$ cat config.mk
export PLATFORM = sky130hd
export DESIGN_NAME = pm_mode_ctrl
export DESIGN_NICKNAME = d
export VERILOG_FILES = /design/src/rtl/pm_pkg.sv /design/src/rtl/pm_next_mode.sv /design/src/rtl/pm_mode_reg.sv /design/src/rtl/pm_src_sel.sv /design/src/rtl/pm_mode_ctrl.sv
export SDC_FILE = /design/constraint.sdc
export NUM_CORES = 1
export LEC_CHECK = 0
export CORE_AREA = 2 2 39 41
export DETAILED_ROUTE_END_ITERATION = 6
export DIE_AREA = 0 0 41 43
export PLACE_DENSITY_LB_ADDON = 0.25
export SYNTH_ARGS = -nofsm -noshare
export SYNTH_HDL_FRONTEND = slang
export SYNTH_SLANG_ARGS = --single-unit
$ cat constraint.sdc
create_clock -name clk -period 1.2 [get_ports clk]
set_clock_uncertainty 0.15 [all_clocks]
set_input_delay 0.36 -clock clk [delete_from_list [all_inputs] [get_ports clk]]
set_output_delay 0.36 -clock clk [all_outputs]
set_load 0.01 [all_outputs]
$ cat src/rtl/pm_pkg.sv
package pm_pkg;

    localparam int NUM_SRC = 3;
    localparam int MODE_W  = 3;
    localparam int FIELD_W = 2;

    typedef enum logic [MODE_W-1:0] {
        PM_SLEEP    = 3'd0,
        PM_RUN_PRI  = 3'd1,
        PM_RUN_SEC  = 3'd2,
        PM_RUN_INT  = 3'd3,
        PM_IDLE_PRI = 3'd4,
        PM_IDLE_SEC = 3'd5,
        PM_IDLE_INT = 3'd6
    } pm_mode_e;

    typedef enum logic [1:0] {
        SRC_PRI  = 2'd0,
        SRC_SEC  = 2'd1,
        SRC_INT  = 2'd2,
        SRC_NONE = 2'd3
    } pm_src_e;

    typedef struct packed {
        logic    cpu_en;
        logic    per_en;
        pm_src_e src;
    } pm_clk_cfg_t;

    function automatic pm_src_e src_from_field(input logic [FIELD_W-1:0] f);
        case (f)
            2'b00:   return SRC_PRI;
            2'b01:   return SRC_SEC;
            default: return SRC_INT;
        endcase
    endfunction

    function automatic logic is_run(input pm_mode_e m);
        return (m == PM_RUN_PRI) || (m == PM_RUN_SEC) || (m == PM_RUN_INT);
    endfunction

    function automatic pm_src_e mode_src(input pm_mode_e m);
        case (m)
            PM_RUN_PRI, PM_IDLE_PRI: return SRC_PRI;
            PM_RUN_SEC, PM_IDLE_SEC: return SRC_SEC;
            PM_RUN_INT, PM_IDLE_INT: return SRC_INT;
            default:                 return SRC_NONE;
        endcase
    endfunction

    function automatic pm_mode_e run_of(input pm_src_e s);
        case (s)
            SRC_SEC: return PM_RUN_SEC;
            SRC_INT: return PM_RUN_INT;
            default: return PM_RUN_PRI;
        endcase
    endfunction

    function automatic pm_mode_e idle_of(input pm_src_e s);
        case (s)
            SRC_SEC: return PM_IDLE_SEC;
            SRC_INT: return PM_IDLE_INT;
            default: return PM_IDLE_PRI;
        endcase
    endfunction

    function automatic pm_clk_cfg_t mode_cfg(input pm_mode_e m);
        pm_clk_cfg_t c;
        c.cpu_en = is_run(m);
        c.per_en = (m != PM_SLEEP);
        c.src    = mode_src(m);
        return c;
    endfunction

    function automatic logic [NUM_SRC-1:0] src_onehot(input pm_src_e s);
        logic [NUM_SRC-1:0] oh;
        for (int i = 0; i < NUM_SRC; i++) begin
            oh[i] = (int'(s) == i);
        end
        return oh;
    endfunction

endpackage

$ cat src/rtl/pm_next_mode.sv
module pm_next_mode
    import pm_pkg::*;
(
    input  pm_mode_e           mode_q,
    input  logic               idle_sel,
    input  logic [FIELD_W-1:0] src_field,
    input  logic               sleep_strobe,
    input  logic               wake,
    output pm_mode_e           mode_d
);

    pm_src_e field_src;
    pm_src_e cur_src;

    always_comb begin
        field_src = src_from_field(src_field);
        cur_src   = mode_src(mode_q);
        mode_d    = mode_q;
        if (wake) begin
            mode_d = PM_RUN_PRI;
        end else if (is_run(mode_q)) begin
            if (sleep_strobe) begin
                mode_d = idle_sel ? idle_of(cur_src) : PM_SLEEP;
            end else if (!idle_sel) begin
                mode_d = run_of(field_src);
            end
        end
    end

endmodule

$ cat src/rtl/pm_mode_reg.sv
module pm_mode_reg
    import pm_pkg::*;
(
    input  logic     clk,
    input  logic     rst,
    input  pm_mode_e mode_d,
    output pm_mode_e mode_q
);

    always_ff @(posedge clk) begin
        if (rst) mode_q <= PM_RUN_PRI;
        else     mode_q <= mode_d;
    end

    p_legal_code_r2: assert property (@(posedge clk) disable iff (rst)
        mode_q != pm_mode_e'(3'd7));

endmodule

$ cat src/rtl/pm_src_sel.sv
module pm_src_sel #(
    parameter int NUM_SRC = 3
) (
    input  logic               clk,
    input  logic               rst,
    input  logic [NUM_SRC-1:0] want_oh,
    output logic [NUM_SRC-1:0] sel_q
);

    localparam logic [NUM_SRC-1:0] RESET_SEL = NUM_SRC'(1);

    logic switching;

    always_comb begin
        switching = (sel_q != '0) && (sel_q != want_oh);
    end

    always_ff @(posedge clk) begin
        if (rst)            sel_q <= RESET_SEL;
        else if (switching) sel_q <= '0;
        else                sel_q <= want_oh;
    end

    p_sel_onehot0_r9: assert property (@(posedge clk) disable iff (rst)
        $onehot0(sel_q));

    p_break_before_make_r9: assert property (@(posedge clk) disable iff (rst)
        (sel_q != '0) |=> (sel_q == '0) || $stable(sel_q));

endmodule

$ cat src/rtl/pm_mode_ctrl.sv
module pm_mode_ctrl
    import pm_pkg::*;
(
    input  logic         clk,
    input  logic         rst,
    input  logic         idle_sel,
    input  logic [1:0]   clk_src_sel,
    input  logic         sleep_strobe,
    input  logic         irq_wake,
    input  logic         wdt_wake,
    output logic         cpu_clk_en,
    output logic         periph_clk_en,
    output logic [2:0]   src_select,
    output logic [2:0]   mode_code
);

    logic               wake;
    pm_mode_e           mode_d;
    pm_mode_e           mode_q;
    pm_clk_cfg_t        cfg;
    logic [NUM_SRC-1:0] want_oh;

    always_comb begin
        wake          = irq_wake | wdt_wake;
        cfg           = mode_cfg(mode_q);
        want_oh       = src_onehot(cfg.src);
        cpu_clk_en    = cfg.cpu_en;
        periph_clk_en = cfg.per_en;
        mode_code     = mode_q;
    end

    pm_next_mode u_next (
        .mode_q       (mode_q),
        .idle_sel     (idle_sel),
        .src_field    (clk_src_sel),
        .sleep_strobe (sleep_strobe),
        .wake         (wake),
        .mode_d       (mode_d)
    );

    pm_mode_reg u_reg (
        .clk    (clk),
        .rst    (rst),
        .mode_d (mode_d),
        .mode_q (mode_q)
    );

    pm_src_sel #(.NUM_SRC(NUM_SRC)) u_sel (
        .clk     (clk),
        .rst     (rst),
        .want_oh (want_oh),
        .sel_q   (src_select)
    );

    p_wake_to_pri_r7: assert property (@(posedge clk) disable iff (rst)
        wake |=> (mode_code == 3'd1));

    p_sleep_holds_r8: assert property (@(posedge clk) disable iff (rst)
        (mode_code == 3'd0 && !wake) |=> (mode_code == 3'd0));

    p_run_exit_r6: assert property (@(posedge clk) disable iff (rst)
        (is_run(mode_q) && sleep_strobe && !wake) |=>
        (mode_q == PM_SLEEP) || (mode_q == idle_of(mode_src($past(mode_q)))));

    p_sleep_no_sel_r9: assert property (@(posedge clk) disable iff (rst)
        (mode_code == 3'd0) |=> (src_select == 3'b000) || (mode_code != 3'd0));

endmodule

# After elaboration in Yosys (flattened, before gate mapping)
# Cells that the tools add are included.
# word_totals
inputBits	8
wordCells	40
ff_bits	6
# classes
mux	8
n_eq_ne	15
reduce_logical	13
n_bitwise	1
# ops
operator	n
2-bit one-hot mux with 2 select lines	3
2-bit OR reduction	5
3-bit equality test (second input constant)	3
3-bit 2-to-1 mux	3
2-bit equality test (second input constant)	4
2-bit by 1-bit equality test with 1-bit output (second input constant)	3
3-bit by 2-bit equality test with 1-bit output (second input constant)	2
2-bit one-hot mux with 3 select lines	1
3-bit nonzero test	2
2-bit logical NOT	2
3-bit by 1-bit equality test with 1-bit output (second input constant)	1
3-bit != test	1
1-bit logical OR	2
2-bit by 1-bit != test with 1-bit output (second input constant)	1
2-bit AND reduction	1
1-bit logical AND	1
1-bit 2-to-1 mux	1
1-bit OR	1

# Longest topological paths before layout
# Gate-level depths: netlist of the first run.
# depth
depth_word	7
depth_mapped	3
depth_no_buf	3

# Modules after synthesis
# Synthesis of the first run repeated with hierarchy kept, for this count alone.
# unflattened
cells_unflattened	59
area_unflattened_um2	462.9
# by_module_without_submodules
mod	cells_each	instances	area_per_inst_um2
pm_src_sel	26	1	210.2
pm_next_mode	17	1	111.4
pm_mode_reg	6	1	83.8
pm_mode_ctrl	10	1	57.6

# Worst setup path before layout of the first run
# No wires, ideal clock.
# synth_timing
path_type	register -> output
from	register u_reg.mode_q[2]
to	output periph_clk_en
setup_slack_ns	-0.207
arrival_ns	0.897
stages_incl_launch_ff	2
path_buffers	0
path_cell_list	dfxtp_1 > or3_2
# synth_via
elab_chain_cells	1
# synth_rtl
element	line_no	source
from (decl)	pm_mode_reg.sv:7	output pm_mode_e mode_q
from (signal assigned)	pm_mode_reg.sv:12	else mode_q <= mode_d;
3-bit nonzero test	pm_pkg.sv:70	c.per_en = (m != PM_SLEEP);
to (decl)	pm_mode_ctrl.sv:12	output logic periph_clk_en,
# Every way passes these cells.

# Worst setup path after layout of the first run
# layout_timing
from	register u_reg.mode_q[0]
to	output periph_clk_en
# The elaborated chain is that of the path after synthesis.

==> impl_summary.txt, run 1 <==
----------------------------------------------------
[Outcome]
  Run status ... complete, but fails checks
  Violations in the final reports ... negative setup slack

[Critical path]
  Type of the setup path with the least slack ... reg2out
  Setup slack, reg-to-reg ... -0.13 ns
  Critical Path Slowest Stage Cell ... or3_4
  Startpoint types ... register
  Worst path max stage delay ... between 0.3 and 0.4 ns
  CP cell instances ... or3_4, buf_6
  Worst R2R End ... u_reg.mode_q[1]
  Endpoint class of the critical path ... output pin
  Crit-path max FO ... 3
  Worst EP arrival ... approximately 1.1 ns
  Worst reg-to-reg path cell count ... 6
  Startpoint of the worst-slack reg-to-reg timing path ... u_reg.mode_q[0]
  Data required time at the worst endpoint ... slightly below 0.7 ns

[Flow run]
  # Max-Cap Violations ... 0

[Clocking]
  Root buffer selected by CTS ... clkbuf_4
  TritonCTS clock tree ... done
  Count of H-tree levels built during CTS ... 1
  Inserted Clock Buffers ... 3
  Post-CTS clock slew at the launch and capture registers of the worst setup and hold paths ... 0.05 ns
  Number of buffers on the longest clock path ... 2
  Hold-fix buffers, CTS ... 0
  Clock insertion delay at the later pin of the skew report ... approximately 0.25 ns
  Clk sink count ... 6

[Die]
  Die Outline Area ... about 0.0018 mm²
  Core footprint ... between 0.001 and 0.0015 mm²
  Top-level I/O count ... 16
  Die height ... 43 µm
  Rows ... 14
  Starting density of the core ... 0.204
  Die width ... about 41 µm

[Power]
  Power per unit of standard cell area ... slightly above 700 mW/mm²
  Power after layout ... 0.533 mW
  Leakage power figure ... roughly 0.31 nW
  Largest voltage drop on the vdd net ... 0.294 mV

[Timing]
  Accumulated negative setup slack ... -1.99 ns
  PnR worst setup slack ... -0.384 ns
  Maximum frequency from static timing analysis ... approximately 0.63 GHz
  Crit share post-route ... 1.32
  Number of setup violations in the final report ... 11
  Tightest slew margin relative to the limit ... 0.823
  Min cycle time layout ... approximately 1.6 ns
  Hold violation total from the final report ... 0
  Count of pins over their slew limit ... 0
  RSZ-0062 raised after global routing ... true
  Transition time at the pin with the least slew margin ... 0.262 ns

[Layout]
  Synthesis-to-layout area growth ... 161%
  # fillers ... 141
  Multi-input combinational cell area ... 236 µm²
  Diode count ... 0
  Number of nets at the end of the flow ... 80
  Fraction of layout cells with a size suffix above 1 ... 0.676
  Area occupied by registers ... between 100 and 150 µm²

[Yosys]
  Average footprint of a synthesized cell ... ~8.6 µm²
  Cell type with the largest total area after synthesis ... dfxtp_1
  Synth Instances ... 33
  Top cells by count, synth ... dfxtp_1, nor2_1
  Proportion of synthesized chip area in sequential cells ... 0.425
  Number of enable flip-flop cells after synthesis ... 0
  Share of flip-flops with an asynchronous set or reset ... 0
  Cell Area, Synth ... 283 µm²
  Total nets after synthesis ... roughly 40
  Synth warn ... 0
  Register bit count reported by yosys ... 6
  Portion of synthesized cell area occupied by the leading cell type ... 0.425
  Most repeated cell in the gate-level netlist after synthesis ... dfxtp_1
  Count of distinct cell types in the synthesized netlist ... 19
  Flip-flop cell with the highest count after synthesis ... dfxtp_1
  Cell types occupying the most area after synthesis ... dfxtp_1, nor2_1, nand2b_1, nand4_1, nor2b_1

[Global route]
  Sum of overflow across all layers after global routing ... 0
  Largest net degree at the start of global routing ... 7
  First-pass GRT wire length ... approximately 1.4 mm
  Initial antenna violation count ... 0
  Combined global-route utilization of all metal layers ... 0.122
  Vias in the first global route ... approximately 340

[Min path]
  Source of the worst hold timing path ... u_sel.sel_q[0]
  Path class of the lowest-slack min-delay path ... reg2reg
  Hold Path Cell Cnt ... 2
  Hold Path Sink ... u_sel.sel_q[1]

[Place]
  Final weighted congestion of routability-driven global placement ... about 0.8
  Placed wire-length estimate ... 611 µm
  # port buffers ... 15

[Route]
  Highest routed layer ... met4
  Wl on met1 ... about 370 µm
  Total number of vias ... roughly 380
  Metal2 WL ... 483 µm
  Total length of routed met3 wires ... 65 µm
  Vias/cell ... 4.33
  Number of DRC violations after detailed-routing iteration 0 ... 0
  Drt wl/cell ... approximately 11 µm
  Total wirelength of the detailed-routed design ... roughly 930 µm
  Residual DRC count ... 0
  First drt pass iteration count ... 1
  Routed Antenna Nets ... 0

----------------------------------------------------
## critical path, delay by kind of cell, from the launching register on
kind,cells,cell delay [ns]
and+or+nand+nor,1,0.38
buffers and inverters,1,0.13
DFF,1,0.33
## how the worst max path moves through the flow
stage | startpoint | to | slack [ns]
2_1_floorplan | u_reg.mode_q[0] | periph_clk_en | -0.05
3_3_place_gp | u_reg.mode_q[0] | periph_clk_en | -0.46
3_5_place_dp | u_reg.mode_q[0] | periph_clk_en | -0.47
4_1_cts | u_reg.mode_q[0] | periph_clk_en | -0.38
5_1_grt | u_reg.mode_q[0] | periph_clk_en | -0.43
6_report | u_reg.mode_q[0] | periph_clk_en | -0.38
## power by group
group	total, mW	switching [mW]	leakage (nW)	internal, mW
clock network	0.199	0.0734	0.0150	0.126
registers	0.206	0.00308	0.0501	0.203
logic	0.128	0.0470	0.250	0.0812
total	0.533	0.123	0.315	0.410
## cells by family after synthesis
group,Yosys count,synth area share
xor gates and xnor gates,1,0.0310
DFF,6,0.425
AOI/OAI and AO/OA,8,0.190
and+or+nand+nor,18,0.354
## repair_timing
| item | 4_1_cts | 5_1_grt |
|---|---|---|
| hold endpoints to repair | 0 | 0 |
| setup endpoints to repair | 11 | 14 |
| resized for setup | 58 | 11 |
| buffers inserted | 5 | 3 |
| pin swaps | 7 | 1 |
## stage by stage
stage | setup WS (ns) | hold slack (ns) | instances | cell area (µm²) | utilization
2_1_floorplan | -0.0513 | 0.289 | 33 | 292 | -
3_3_place_gp | -0.464 | 0.358 | 76 | 552 | 0.399
3_5_place_dp | -0.470 | 0.358 | 76 | 552 | 0.399
4_1_cts | -0.385 | 0.331 | 85 | 668 | 0.483
5_1_grt | -0.430 | 0.358 | 87 | 738 | 0.533
6_report | -0.384 | 0.350 | 87 | 738 | 0.533
## final cells by class
cell class                      count  share of cell area
Clock buffer                        4              0.0356
Multi-Input combinational cell     27               0.320
Sequential cell                     6               0.176
Tap cell                           16              0.0271
Timing Repair Buffer               34               0.441
## state kept, by name, indices dropped and copies added (netlist names)
name          flops
u_reg.mode_q      3
u_sel.sel_q       3
## metal layers
metal / track usage / vias to the layer above
met5: 0 / -
met3: 0.0314 / 2
met1: 0.140 / 160
met2: 0.178 / 16
li1: - / 199
met4: 0.100 / 0
## cell usage in the layout (no fill, tap or decap), drive strengths merged
master,count
clkdlybuf4s50,4
xnor2,1
dlygate4sd2,3
o2111ai,1
nor2,5
a31oi,1
a21oi,2
nand4,2
dfxtp,6
nor3,1
a21o,1
nand2,1
nand3,1
nor4,1
and3,1
nor2b,2
buf,27
clkbuf,4
nand2b,2
and3b,1
o21ba,1
or3,1
o21ai,2
Power figures use the tool's default switching activity.
==> run 2: changes to the inputs <==
Settings changed: CTS_CLUSTER_SIZE set to 28.
==> results of run 2 <==
No change in the layout: final DEF, timing and power equal those of run 1.
